## src/rtl/wdog_reset_ctrl.sv

```systemverilog
module wdog_reset_ctrl #(
  parameter int ADDR_W = 10,
  parameter logic [ADDR_W-1:0] BASE = 'h300,
  parameter int TIMEOUT_CYC = 81_250_000,
  localparam int CNT_W = $clog2(TIMEOUT_CYC)
) (
  input  logic              clk,
  input  logic              hard_rst_n,
  input  logic              io_wr,
  input  logic [ADDR_W-1:0] io_addr,
  input  logic [7:0]        io_wdata,
  output logic [7:0]        ctrl_q,
  output logic              wdog_en,
  output logic              dac_en,
  output logic              enc_init,
  output logic              relay_clr,
  output logic              sys_rst_n
);
  localparam logic [ADDR_W-1:0] A_SOFT = ADDR_W'(BASE + 11);
  localparam logic [ADDR_W-1:0] A_CTRL = ADDR_W'(BASE + 12);
  localparam logic [ADDR_W-1:0] A_DOG  = ADDR_W'(BASE + 15);
  localparam logic [CNT_W-1:0]  LAST   = CNT_W'(TIMEOUT_CYC - 1);

  logic [1:0] sync;
  logic hard_sync, soft_p, local_rst, fired;
  logic [CNT_W-1:0] cnt;
  logic wr_soft, wr_ctrl, wr_dog, restart, tick;
  logic unused_bits;

  always_ff @(posedge clk or negedge hard_rst_n)
    if (!hard_rst_n) sync <= 2'b00;
    else             sync <= {sync[0], 1'b1};

  assign hard_sync = ~sync[1];
  assign wr_soft   = io_wr && io_addr == A_SOFT;
  assign wr_ctrl   = io_wr && io_addr == A_CTRL;
  assign wr_dog    = io_wr && io_addr == A_DOG;
  assign local_rst = hard_sync | soft_p;

  always_ff @(posedge clk)
    if (hard_sync) soft_p <= 1'b0;
    else           soft_p <= wr_soft;

  always_ff @(posedge clk)
    if (local_rst) begin
      wdog_en <= 1'b0;
      dac_en  <= 1'b0;
    end else if (wr_ctrl) begin
      wdog_en <= io_wdata[0];
      dac_en  <= io_wdata[1];
    end

  assign restart = (wr_ctrl && (io_wdata[0] ? !wdog_en : 1'b1)) || (wr_dog && wdog_en);
  assign tick    = wdog_en && cnt == LAST && !restart && !local_rst;

  always_ff @(posedge clk)
    if (local_rst || restart)                  cnt <= '0;
    else if (wdog_en && !fired && cnt != LAST) cnt <= cnt + 1'b1;

  always_ff @(posedge clk)
    if (hard_sync) fired <= 1'b0;
    else if (tick) fired <= 1'b1;

  assign ctrl_q      = {6'b0, dac_en, wdog_en};
  assign enc_init    = local_rst;
  assign relay_clr   = local_rst;
  assign sys_rst_n   = ~fired;
  assign unused_bits = &{1'b0, io_wdata[7:2]};
endmodule


```

## config.mk

```make
export PLATFORM = sky130hd
export DESIGN_NAME = wdog_reset_ctrl
export DESIGN_NICKNAME = d
export VERILOG_FILES = /design/src/rtl/wdog_reset_ctrl.sv
export SDC_FILE = /design/constraint.sdc
export NUM_CORES = 1
export LEC_CHECK = 0
export BUFFER_PORTS_ARGS = -buffer_cell sky130_fd_sc_hd__buf_4
export CAP_MARGIN = 20
export CORE_MARGIN = 2
export CORE_UTILIZATION = 57
export DETAILED_ROUTE_END_ITERATION = 8
export PLACE_DENSITY = 0.82
export SYNTH_ARGS = -nofsm -noshare
export SYNTH_HDL_FRONTEND = slang
export SYNTH_SLANG_ARGS = --single-unit
export TNS_END_PERCENT = 5
```

## constraint.sdc

```tcl
create_clock -name clk -period 3.66 [get_ports clk]
set_input_delay 0.732 -clock clk [delete_from_list [all_inputs] [get_ports clk]]
set_output_delay 0.732 -clock clk [all_outputs]
set_load 0.005 [all_outputs]
```

==> summary.md <==
| Metric | Value |
|---|---|
| Total GRT Usage | roughly 22% |
| Crit start category | flip-flop |
| Reg2Reg Depth | 6 |
| Initial antenna violation count | 0 |
| #FFs+latches synth | 33 |
| Top-level I/O count | 34 |
| Status | finished clean |
| Core area | just under 3000 um^2 |
| R2r startpoint | cnt[0] |
| Antenna viol nets, final | 0 |
| # diodes | 0 |
| Post-synth EDFFs | 0 |
| Cells after synthesis | a little over 200 |
| Placed insts | between 200 and 250 |
| Warnings from Yosys | 0 |
| IO buf count | 21 |
| Die Span Y | 59.2 um |
| FF-to-FF End | cnt[22] |
| CTS sink cnt | 33 |
| Fraction of layout cells with a size suffix above 1 | ~17% |
| Max cap viols | 0 |
| RSZ-0062 raised after global routing | false |
| Worst-path fanout max | 7 |
| Power Dens Cells | 317 nW/um^2 |
| Synth async-reset ratio | a little over 6% |
| Final Hold Fails | 0 |
| Yosys top cell area share | a little over a third |
| Starting density of the core | a little under 60% |
| Die W | a little under 60 um |
| CTS Buf Count | 5 |
| Req. time, crit path | just under 4 ns |
| DR WL/cell | between 10 and 15 um |
| Layout Nets | 240 |
| Max Clk Rate | between 400 and 500 MHz |
| Final Core Density | between 60% and 70% |
| Max Root-Sink Buffers | 2 |
| Peak supply drop | ~190 uV |
| FF-to-FF setup slack | approximately 1.6 ns |
| Cell area after synthesis | about 1700 um^2 |
| Yosys cell types | 45 |
| GRT overflow | 0 |
| Skew-Pair Late Insertion Delay | between 0.3 and 0.4 ns |
| Setup crit end kind | flip-flop |
| Lkg Pwr | a little under 0.7 nW |
| Vias in the first global route | approximately 1300 |
| Hold-fix buffers, CTS | 0 |
| Routed WL | approximately 3400 um |
| Hold slack final | 0.139 ns |
| Layout area overhead | 9.66% |
| Synth area leaders | dfxtp_1 36%, nor2_1 6.5%, xnor2_1 5.6% |
| Via total after detailed routing | 1439 |
| DP Wirelength | around 2500 um |
| Full die area | about 3500 um^2 |
| First-pass GRT wire length | ~5900 um |
| Vias/cell | roughly 5.7 |
| Placer Congestion | 0.826 |
| Rows | 20 |
| DRC viols | 0 |
| Post-CTS Setup Bufs | 0 |
| Cts repair resizes | 0 |
| Slew Limit Fails | 0 |
| Seq/Total Area, Yosys | 38.6% |
| Final period util | around 57% |
| CP Data Arrival Time | 2.30 ns |
| Least-Margin Pin Slew | about 0.87 ns |
| Fin crit period | between 2 and 2.5 ns |
| Pin count of the biggest net entering global routing | 29 |
| Clock skew | approximately 0.009 ns |
| DRT Pass-1 Iters | 5 |
| Reg clk slew, reported paths | around 0.10 ns |
| Area leader, netlist | dfxtp_1 |
| H-Tree Depth | 2 |
| Final setup TNS | 0 ns |
| Worst rel slew slack | a little over two fifths |
| Hold Path Class | in2async |
| Crit path kind | reg2reg |
| # setup viols final | 0 |
| Final cell count without fillers | ~250 |
| Clock Tree Root | clkbuf_4 |
| Initial drt markers | 70 |
| Ys flop type | dfxtp_1 |
| Syn Area/Cell | ~8.6 um^2 |
| CTS tree | yes |
[routing by layer]
| layer | vias to the layer above | GRT usage (%) | part of all wire [%] |
|---|---|---|---|
| met5 | - | 0 | 0 |
| met4 | 0 | 8.77 | 1.8 |
| met3 | 9 | 6.11 | 7.0 |
| met2 | 51 | 32.4 | 43 |
| met1 | 648 | 30.4 | 48 |
| li1 | 731 | - | - |
[critical path, stage by stage (launching register included)]
cell and delay [ns]:
dfxtp_1 0.37, ha_1 0.21, nand3_2 0.14, nor3_1 0.74
nand4_1 0.24, xnor2_1 0.20, nor2_1 0.05
[cell usage in the layout (no fill, tap or decap), types with 2 or more instances in the layout]
cell	netlist	routed
or2_2	3	3
nand3_1	9	9
buf_4	11	21
inv_1	5	5
mux2i_1	3	3
clkbuf_1	1	2
nor4b_1	4	4
o21ai_0	6	6
or3_1	4	4
or3_2	2	2
clkbuf_4	0	5
nand4_1	11	11
dfrtp_1	2	2
dfxtp_1	31	31
nor3b_1	2	2
nand4b_1	3	3
nor4_1	7	7
and4_1	4	4
nor2_1	30	30
nor4bb_1	2	2
xor2_1	9	9
nand2_1	9	9
a21oi_1	7	7
conb_1	2	7
nand2b_1	2	2
xnor2_1	11	11
[kinds of logic (layout without fill, tap and decap cells)]
family / after synthesis / after routing / share of synthesized area (%)
compound gates: 16 / 16 / 4.90
xor+xnor: 20 / 20 / 10.1
fa+ha+maj: 1 / 1 / 0.721
buf+inv: 22 / 34 / 7.35
flops: 33 / 33 / 38.6
mux: 3 / 3 / 1.73
other cells: 2 / 7 / 0.433
simple gates: 105 / 105 / 36.1
[metrics by stage]
| stage | power, mW | setup WS (ns) | cell area [um^2] |
|---|---|---|---|
| 5_1_grt | 0.617 | 1.34 | 1900 |
| 3_3_place_gp | 0.393 | 1.45 | 1840 |
| 3_5_place_dp | 0.393 | 1.42 | 1840 |
| 2_1_floorplan | 0.383 | 1.66 | 1750 |
| 6_report | 0.603 | 1.58 | 1900 |
| 4_1_cts | 0.603 | 1.61 | 1900 |
[final cells by class]
cell class	instances	area (um^2)
flip-flops and latches	33	671
clock buffers	8	58.8
fillers	248	1070
multi-input cells	152	956
well taps	33	41.3
repair buffers	21	158
inverters	5	18.8
[where the power goes]
part	switching (mW)	internal, mW
registers	0.000608	0.360
logic	0.0111	0.0127
clock network	0.123	0.0947
total	0.135	0.468
[state kept, by name, summed over array words and instances, names as in the netlist]
register	flops
sync	2
dac_en	1
fired	1
cnt	27
soft_p	1
wdog_en	1
[worst max path at each step]
stage	start	end	slack [ns]	cells after the start
floorplan	io_addr[0]	cnt[0]	1.66	7
global placement	io_addr[4]	fired	1.45	6
detailed placement	io_addr[0]	fired	1.42	6
CTS	cnt[0]	cnt[22]	1.61	6
global route	cnt[0]	cnt[22]	1.34	6
finish	cnt[0]	cnt[22]	1.58	6
[cells in the mapped netlist (2+ instances only)]
master,n
a21oi_1,7
and4_1,4
buf_1,2
buf_2,2
buf_4,11
conb_1,2
dfrtp_1,2
dfxtp_1,31
inv_1,5
mux2i_1,3
nand2_1,9
nand2b_1,2
nand3_1,9
nand4_1,11
nand4b_1,3
nor2_1,30
nor3b_1,2
nor4_1,7
nor4b_1,4
nor4bb_1,2
o21ai_0,6
or2_2,3
or3_1,4
or3_2,2
xnor2_1,11
xor2_1,9
(Power assumes the default switching activity.)
